[src/rtl/fbi_pkg.sv]
package fbi_pkg;
  typedef enum logic [1:0] {
    ST_IDLE = 2'd0,
    ST_RUN  = 2'd1,
    ST_FIN  = 2'd2
  } fbi_state_e;
endpackage

[src/rtl/fbi_ser_inc.sv]
// Circulating index register with a bit-serial half-adder.
module fbi_ser_inc #(
  parameter int IDX_W    = 10,
  parameter int DONE_BIT = 8
) (
  input  logic clk,
  input  logic rst,
  input  logic arm,
  input  logic shift,
  input  logic clr,
  output logic cur_bit,
  output logic nxt_bit,
  output logic full
);
  logic [IDX_W-1:0] m_q;
  logic             carry_q;
  logic             sum;

  assign sum     = m_q[0] ^ carry_q;
  assign cur_bit = m_q[0];
  assign nxt_bit = m_q[1];
  assign full    = m_q[DONE_BIT];

  always_ff @(posedge clk) begin
    if (rst) begin
      m_q     <= '0;
      carry_q <= 1'b0;
    end else if (clr) begin
      m_q     <= '0;
      carry_q <= 1'b0;
    end else if (arm) begin
      carry_q <= 1'b1;
    end else if (shift) begin
      m_q     <= {sum, m_q[IDX_W-1:1]};
      carry_q <= m_q[0] & carry_q;
    end
  end


  clr_zero_chk: assert property (@(posedge clk) disable iff (rst)
    clr |=> (m_q == '0));

  arm_carry_chk: assert property (@(posedge clk) disable iff (rst)
    arm |=> carry_q);
endmodule

[src/rtl/fbi_gray_par.sv]
// Serial Gray encoder and running parity.
module fbi_gray_par (
  input  logic clk,
  input  logic rst,
  input  logic arm,
  input  logic shift,
  input  logic cur_bit,
  input  logic nxt_bit,
  input  logic top_bit,
  output logic gray_bit,
  output logic par_bit
);
  logic acc_q;

  assign gray_bit = cur_bit ^ (top_bit ? 1'b0 : nxt_bit);
  assign par_bit  = acc_q ^ cur_bit;

  always_ff @(posedge clk) begin
    if (rst)        acc_q <= 1'b0;
    else if (arm)   acc_q <= 1'b0;
    else if (shift) acc_q <= par_bit;
  end


  par_hold_chk: assert property (@(posedge clk) disable iff (rst)
    (!shift && !arm) |=> $stable(acc_q));
endmodule

[src/rtl/fbi_seq.sv]
// Pass sequencer: beat counter, zero-insertion selector, state.
module fbi_seq
  import fbi_pkg::*;
#(
  parameter int IDX_W = 10,
  parameter int POS_W = 4
) (
  input  logic             clk,
  input  logic             rst,
  input  logic             start,
  input  logic [POS_W-1:0] ins_pos,
  input  logic             o_ready,
  output logic             arm,
  output logic             valid,
  output logic             shift,
  output logic             ins_beat,
  output logic             top_bit,
  output logic             last_beat,
  output logic             fin,
  output logic             busy
);
  localparam int OUT_W = IDX_W + 2;
  localparam int CW    = $clog2(IDX_W + 3);

  fbi_state_e       st;
  logic [CW-1:0]    bcnt;
  logic [CW-1:0]    pos_q;
  logic [CW-1:0]    pos_in;
  logic [CW-1:0]    idx;
  logic [CW-1:0]    sc;
  logic             fire;

  assign pos_in    = (CW'(ins_pos) > CW'(IDX_W)) ? CW'(IDX_W) : CW'(ins_pos);
  assign arm       = (st == ST_IDLE) && start;
  assign valid     = (st == ST_RUN);
  assign fin       = (st == ST_FIN);
  assign busy      = (st != ST_IDLE);
  assign fire      = valid && o_ready;
  assign ins_beat  = (bcnt == pos_q) || (bcnt == pos_q + CW'(1));
  assign idx       = (bcnt < pos_q) ? bcnt : bcnt - CW'(2);
  assign top_bit   = !ins_beat && (idx == CW'(IDX_W - 1));
  assign last_beat = valid && (bcnt == CW'(OUT_W - 1));
  assign shift     = fire && !ins_beat;

  always_ff @(posedge clk) begin
    if (rst) begin
      st    <= ST_IDLE;
      bcnt  <= '0;
      pos_q <= '0;
      sc    <= '0;
    end else begin
      case (st)
        ST_IDLE: if (start) begin
          st    <= ST_RUN;
          bcnt  <= '0;
          pos_q <= pos_in;
          sc    <= '0;
        end
        ST_RUN: if (fire) begin
          if (shift) sc <= sc + CW'(1);
          if (bcnt == CW'(OUT_W - 1)) st <= ST_FIN;
          else bcnt <= bcnt + CW'(1);
        end
        default: st <= ST_IDLE;
      endcase
    end
  end


  shift_count_chk: assert property (@(posedge clk) disable iff (rst)
    fin |-> (sc == CW'(IDX_W)));

  pos_range_chk: assert property (@(posedge clk) disable iff (rst)
    valid |-> (pos_q <= CW'(IDX_W)));

  fin_idle_chk: assert property (@(posedge clk) disable iff (rst)
    fin |=> !busy);
endmodule

[src/rtl/fft_base_index_gen.sv]
module fft_base_index_gen #(
  parameter int IDX_W    = 10,
  parameter int DONE_BIT = 8,
  localparam int POS_W   = $clog2(IDX_W + 1)
) (
  input  logic             clk,
  input  logic             rst,
  input  logic             start,
  input  logic [POS_W-1:0] ins_pos,
  output logic             busy,
  output logic             done,
  output logic             o_valid,
  input  logic             o_ready,
  output logic             o_wide,
  output logic             o_last,
  output logic             o_mbit_vld,
  output logic             o_gray,
  output logic             o_par,
  output logic             o_mlast
);
  logic arm, shift, ins_beat, top_bit, fin, full;
  logic cur_bit, nxt_bit, gray_bit, par_bit;

  fbi_seq #(.IDX_W(IDX_W), .POS_W(POS_W)) u_seq (
    .clk(clk), .rst(rst), .start(start), .ins_pos(ins_pos), .o_ready(o_ready),
    .arm(arm), .valid(o_valid), .shift(shift), .ins_beat(ins_beat),
    .top_bit(top_bit), .last_beat(o_last), .fin(fin), .busy(busy)
  );

  fbi_ser_inc #(.IDX_W(IDX_W), .DONE_BIT(DONE_BIT)) u_inc (
    .clk(clk), .rst(rst), .arm(arm), .shift(shift), .clr(done),
    .cur_bit(cur_bit), .nxt_bit(nxt_bit), .full(full)
  );

  fbi_gray_par u_gp (
    .clk(clk), .rst(rst), .arm(arm), .shift(shift),
    .cur_bit(cur_bit), .nxt_bit(nxt_bit), .top_bit(top_bit),
    .gray_bit(gray_bit), .par_bit(par_bit)
  );

  assign done       = fin && full;
  assign o_mbit_vld = o_valid && !ins_beat;
  assign o_mlast    = o_mbit_vld && top_bit;
  assign o_wide     = ins_beat ? 1'b0 : cur_bit;
  assign o_gray     = gray_bit;
  assign o_par      = par_bit;


  stall_hold_chk: assert property (@(posedge clk) disable iff (rst)
    (o_valid && !o_ready) |=> (o_valid && $stable(o_wide) && $stable(o_gray)
                               && $stable(o_par) && $stable(o_mbit_vld)));

  start_busy_chk: assert property (@(posedge clk) disable iff (rst)
    (!busy && start) |=> (busy && o_valid));

  done_pulse_chk: assert property (@(posedge clk) disable iff (rst)
    done |=> (!done && !busy));

  gray_top_chk: assert property (@(posedge clk) disable iff (rst)
    o_mlast |-> (o_gray == o_wide));

  last_busy_chk: assert property (@(posedge clk) disable iff (rst)
    (o_last && o_ready) |=> (busy && !o_valid));
endmodule

[config.mk]
export PLATFORM = sky130hd
export DESIGN_NAME = fft_base_index_gen
export DESIGN_NICKNAME = d
export VERILOG_FILES = /design/src/rtl/fbi_pkg.sv /design/src/rtl/fbi_ser_inc.sv /design/src/rtl/fbi_gray_par.sv /design/src/rtl/fbi_seq.sv /design/src/rtl/fft_base_index_gen.sv
export SDC_FILE = /design/constraint.sdc
export NUM_CORES = 1
export LEC_CHECK = 0
export BUFFER_PORTS_ARGS = -buffer_cell sky130_fd_sc_hd__clkbuf_2
export CORE_ASPECT_RATIO = 0.9
export CORE_MARGIN = 2
export CORE_UTILIZATION = 55
export CTS_CLUSTER_SIZE = 14
export DETAILED_ROUTE_END_ITERATION = 10
export GPL_TIMING_DRIVEN = 0
export PLACE_DENSITY = 0.83
export SLEW_MARGIN = 10
export SYNTH_ARGS = -nofsm -noshare
export SYNTH_HDL_FRONTEND = slang
export SYNTH_HIERARCHICAL = 1
export SYNTH_SLANG_ARGS = --single-unit
[constraint.sdc]
create_clock -name clk -period 2.38 [get_ports clk]
set_input_delay 0.238 -clock clk [delete_from_list [all_inputs] [get_ports clk]]
set_output_delay 0.238 -clock clk [all_outputs]
set_load 0.02 [all_outputs]
======== Yosys cells after proc, flatten, opt, wreduce, memory -nomap -nowiden ========
Index checks and enable logic that the tools add are counted.
storage, ports and cells
  bits in registers ....................... 22
  input port bits ......................... 8
  output and inout bits ................... 9
  word-level logic and storage cells ...... 60
cells by class
  $add $sub $neg .......................... 3
  order comparisons ....................... 2
  equal/unequal tests ..................... 10
  multiplexer cells ....................... 14
  bitwise logic cells ..................... 5
  reduce and logical (&&, ||, !) cells .... 20
operators with widths
  kind                 count
  $mux 4               5
  $add 4x1->4 const B  2
  $eq 4x4->1           2
  $eq 4x4->1 const B   2
  $logic_and 1x1->1    8
  $pmux 4 s2           1
  $mux 2               3
  $reduce_bool 2->1    3
  $gt 4x4->1 const B   1
  $lt 4x4->1           1
  $mux 1               4
  $ne 2x1->1 const B   2
  $ne 2x2->1 const B   2
  $pmux 2 s2           1
  $reduce_and 2->1     2
  $reduce_and 4->1     1
  $reduce_or 2->1      2
  $sub 4x2->4 const B  1
  $reduce_and 3->1     1
  $xor 1x1->1          3
  $eq 2x1->1 const B   1
  $eq 2x2->1 const B   1
  $logic_not 2->1      1
  $and 1x1->1          1
  3 further kinds      3

======== Depth between registers and ports, before layout ========
  depth in word-level cells ............... 7
  gate-level depth with buffers ........... 9
  depth with buffers taken out ............ 8

======== By module ========
The synthesis kept the hierarchy.
modules (own cells, without submodules)
  module              times used  cells each  area an instance (µm²)  seq. area each (µm²)
  fbi_seq             1           88          758.2                   200.2
  fbi_ser_inc         1           51          420.4                   220.2
  fbi_gray_par        1           7           73.8                    20.0
  fft_base_index_gen  1           4           27.5                    0.0

======== Least setup slack after synthesis ========
Ideal clock, no wire load.
  path type ............................... register -> output
  from .................................... register u_seq.bcnt[0]
  to ...................................... output port o_gray
  arrival time ............................ 1.839 ns
  data required time ...................... 2.142 ns
  setup slack ............................. 0.303 ns
  cell stages (with the launch flop) ...... 8
  buffers on the path ..................... 0
  path through ............................ dfxtp_1 -> inv_1 -> ha_1 -> nand2b_1 -> o31ai_2 -> a2111oi_2 -> nand2b_1 -> xnor2_1
between the ends
  longest elaborated chain between the ends .. 6
  elaborated cells between the ends (all ways) .. 11
  those cells by class .................... add/sub (1); order compare (1); eq/ne (3); mux (2); bitwise (1); reduce/logical (3)
RTL lines
  what                      line                      text
  start: declaration        fbi_seq.sv:26             logic [CW-1:0] bcnt;
  start signal: assignment  fbi_seq.sv:62             else bcnt <= bcnt + CW'(1);
  $eq 4x4->1                fbi_seq.sv:39             assign ins_beat = (bcnt == pos_q) || (bcnt == pos_q + CW'(1));
  $logic_or 1x1->1 (*)      fbi_seq.sv:39
  net ins_beat              fft_base_index_gen.sv:21  logic arm, shift, ins_beat, top_bit, fin, full;
  $logic_not 1->1 (*)       fbi_seq.sv:41             assign top_bit = !ins_beat && (idx == CW'(IDX_W - 1));
  $logic_and 1x1->1 (*)     fbi_seq.sv:41
  net top_bit               fft_base_index_gen.sv:21
  $mux 1 (*)                fbi_gray_par.sv:15        assign gray_bit = cur_bit ^ (top_bit ? 1'b0 : nxt_bit);
  $xor 1x1->1 (*)           fbi_gray_par.sv:15
  end: declaration          fft_base_index_gen.sv:17  output logic o_gray,
The timed path passes the listed nets; every way through them passes the cells marked *.

======== Worst setup path after layout ========
  from .................................... register u_seq.pos_q[1]
  to ...................................... output port o_mlast
between the ends
  longest elaborated chain between the ends .. 6
  elaborated cells between the ends (all ways) .. 11
  those cells by class .................... add/sub (1); order compare (1); eq/ne (3); mux (1); reduce/logical (5)
RTL lines
  what                      line                      text
  start: declaration        fbi_seq.sv:27             logic [CW-1:0] pos_q;
  start signal: assignment  fbi_seq.sv:56             pos_q <= pos_in;
  $add 4x1->4               fbi_seq.sv:39
  $eq 4x4->1                fbi_seq.sv:39
  $logic_or 1x1->1 (*)      fbi_seq.sv:39
  net ins_beat              fft_base_index_gen.sv:21
  $logic_not 1->1 (*)       fbi_seq.sv:41
  $logic_and 1x1->1 (*)     fbi_seq.sv:41
  net top_bit               fft_base_index_gen.sv:21
  $logic_and 1x1->1 (*)     fft_base_index_gen.sv:43  assign o_mlast = o_mbit_vld && top_bit;
  end: declaration          fft_base_index_gen.sv:19  output logic o_mlast
Marked as above.

==> summary.md <==
| Metric | Value |
|---|---|
| # setup viols final | 2 |
| Gr ovfl total | 0 |
| Setup TNS | -0.342 ns |
| Minimum hold slack | 0.125 ns |
| Total track usage | 24.6% |
| DP HPWL | 1.92 mm |
| Dominant cells by area after synthesis | dfxtp_1, ha_1, nand2_1 |
| Average size of a mapped cell | 8.53 um2 |
| Yosys reg bits | 22 |
| Synth cell types | 43 |
| CP Capture Point | o_mlast |
| Failing checks | setup timing |
| Min cycle time layout | 2.55 ns |
| Inserted Clock Buffers | 3 |
| Clk root buf | clkbuf_4 |
| DR pass1 iterations | 4 |
| Clk slew on worst S/H paths | 0.11 ns |
| Worst reg2reg setup slack | 0.21 ns |
| Final wirelength | 2.75 mm |
| Std cell rows | 16 |
| Crit path max fanout | 3 |
| Iteration-0 DRC count of the detailed router | 29 |
| Crit path buf inv count | 3 |
| Top cell type's share of synthesized area | 34.4% |
| Clock Latency Late Sink | 0.30 ns |
| Critical Path Stages | 9 |
| Final period utilization | 107% |
| Core Box Area | 2180 um2 |
| CTS sink count | 22 |
| TritonCTS clock tree | yes |
| Nets | 192 |
| RSZ-0062 raised after global routing | true |
| Post-DR wirelength/cell | 13.8 um |
| Ports | 17 |
| Routed vias/inst | 5.76 |
| Place WS | -0.0410 ns |
| Clock buffer depth | 2 |
| P&R area growth vs syn | 21.0% |
| Die Y-Extent | 49.8 um |
| Outcome | finished, violations left |
| Die W | 54.9 um |
| Fin worst setup slack | -0.173 ns |
| Worst min path class | in -> reg |
| Initial antenna violation count | 0 |
| Final ANT Viol Nets | 0 |
| Post-synth EDFFs | 0 |
| VDD IR max | 0.424 mV |
| Initial Util | 58.7% |
| CP startpoint kind | flip-flop |
| Clk_skew | 0.00720 ns |
| Reg2reg end | u_inc/m_q[1] |
| Setup CP Type | reg -> out |
| Top_reg_cell synth | dfxtp_1 |
| Worst path arrival time | 2.31 ns |
| Max Cap Violations | 0 |
| Vias in the first global route | 1118 |
| Placed instance area | 1390 um2 |
| Largest net degree at the start of global routing | 14 |
| Pwr Density | 450 nW/um2 |
| Fraction of layout cells with a size suffix above 1 | 31.2% |
| Asr flop ratio synth | 0% |
| # port buffers | 16 |
| FF-to-FF Start | u_seq/pos_q[1] |
| Worst Max-Slew Pin Slew | 0.782 ns |
| Final core occ | 71.0% |
| Crit-path cells | buf_4 > ha_2 > xnor2_1 > xnor2_1 > o31ai_4 > a2111oi_4 > buf_4 > and3b_1 > clkbuf_8 |
| Worst R2R Path Depth | 11 |
| Post-CTS Hold Buffers | 0 |
| CTS H-Tree Depth | 1 |
| Syn nets | 167 |
| Ys Warns | 6 |
| CP delay by family, top | compound AO/OA/AOI/OAI gates |
| CP max stage cell | a2111oi_4 |
| CP startpoint | u_seq/pos_q[1] |
| Req. time, crit path | 2.14 ns |
| Remaining DRCs | 0 |
| # diodes | 0 |
| Fmax | 392 MHz |
| Fin area | 1550 um2 |
| Fin. Hold Viols | 0 |
| Slew Viols, Final | 0 |
| Synthesized area | 1280 um2 |
| Post-synthesis cell count | 150 |
| Worst slew margin | 47.6% |
| Slowest stage delay, CP | 0.36 ns |
| Endpoint class of the critical path | output port |
| Lkg Pwr | 0.000643 uW |
| First-pass GRT wire length | 4.95 mm |
| Via count | 1151 |
| Full die area | 2730 um2 |
| Seq/Total Area, Yosys | 34.4% |
| Synth area leader | dfxtp_1 |
| Gpl congestion | 0.792 |
kinds of logic (layout without fill, tap and decap cells):
group	after synthesis	count (layout)	share of synthesized area (%)
adders and majority gates	9	9	8.80
xor gates and xnor gates	8	8	5.47
and+or+nand+nor	62	62	26.7
AOI/OAI and AO/OA	35	35	18.6
buffers and inverters	14	37	6.06
DFF	22	22	34.4
final cells by class:
type | count | area, um2
Multi-Input combinational cell | 114 | 840
Fill cell | 172 | 633
Sequential cell | 22 | 448
Timing Repair Buffer | 20 | 128
Buffer | 6 | 47.5
Tap cell | 27 | 33.8
Inverter | 8 | 30.0
Clock buffer | 3 | 22.5
worst min path at each step:
stage | end | depth (start not counted) | slack (ns) | startpoint
3_3_place_gp | u_inc/m_q[8] | 2 | 0.44 | u_inc/m_q[9]
3_5_place_dp | u_gp/acc_q | 2 | 0.45 | rst
5_1_grt | u_gp/acc_q | 2 | 0.10 | rst
2_1_floorplan | u_gp/acc_q | 1 | 0.30 | rst
4_1_cts | u_gp/acc_q | 2 | 0.12 | rst
6_report | u_gp/acc_q | 2 | 0.12 | rst
flip-flops by register name, summed over array words and instances (netlist names):
name and flops:
u_gp/acc_q 1, u_inc/carry_q 1, u_inc/m_q 10, u_seq/bcnt 4, u_seq/pos_q 4, u_seq/st 2
cell usage in the layout, fill, tap and decap left out, drive strengths merged, types with 2 or more instances in the layout:
| cell | count |
|---|---|
| o21ai | 3 |
| or2 | 2 |
| nand3b | 3 |
| nand3 | 2 |
| xor2 | 3 |
| and2b | 2 |
| nor2b | 5 |
| nand2b | 5 |
| dfxtp | 22 |
| nand2 | 24 |
| a31oi | 2 |
| a211oi | 3 |
| nor3b | 2 |
| nand4 | 4 |
| ha | 9 |
| a21oi | 17 |
| clkbuf | 19 |
| nor2 | 8 |
| xnor2 | 5 |
| o31ai | 2 |
| inv | 8 |
| buf | 10 |
synthesized netlist by cell type (2+ instances only):
cell type  instances
o21ai_0            3
buf_4              2
a211oi_1           2
dfxtp_1           22
and2b_2            2
xnor2_1            5
nand3_1            2
nor2_1             8
xor2_1             3
buf_2              2
a21oi_1           17
nand3b_1           2
nand2_1           24
inv_1              8
nor2b_1            4
nand4_1            4
buf_6              2
nand2b_1           5
ha_1               9
report_power, final:
part | internal [uW] | leakage, uW | switching [uW] | total, uW
combinational | 64.6 | 0.000449 | 80.6 | 145
sequential | 376 | 0.000180 | 7.23 | 384
clock | 59.1 | 0.0000138 | 108 | 167
total | 500 | 0.000643 | 196 | 696
through the flow:
step / total power [uW] / std cells
finish: 696 / 200
global route: 736 / 200
CTS: 692 / 200
detailed placement: 511 / 193
global placement: 506 / 193
floorplan: 480 / 150
timing repair:
item                                    4_1_cts  5_1_grt
gates cloned                                  0        0
endpoints found under the setup margin        2        5
setup buffers                                 4        0
pin swaps                                     7        6
resized for setup                            15        6
metal layers:
layer	part of all wire, %	up-vias	wire (um)	track usage (%)
met2	48	38	1330	40.3
met5	0	-	0	0
met1	45	543	1230	31.5
met3	6.6	2	181	6.36
met4	0.36	0	10	5.83
li1	-	568	-	-
Note: power is estimated with default switching activity, not from simulation.
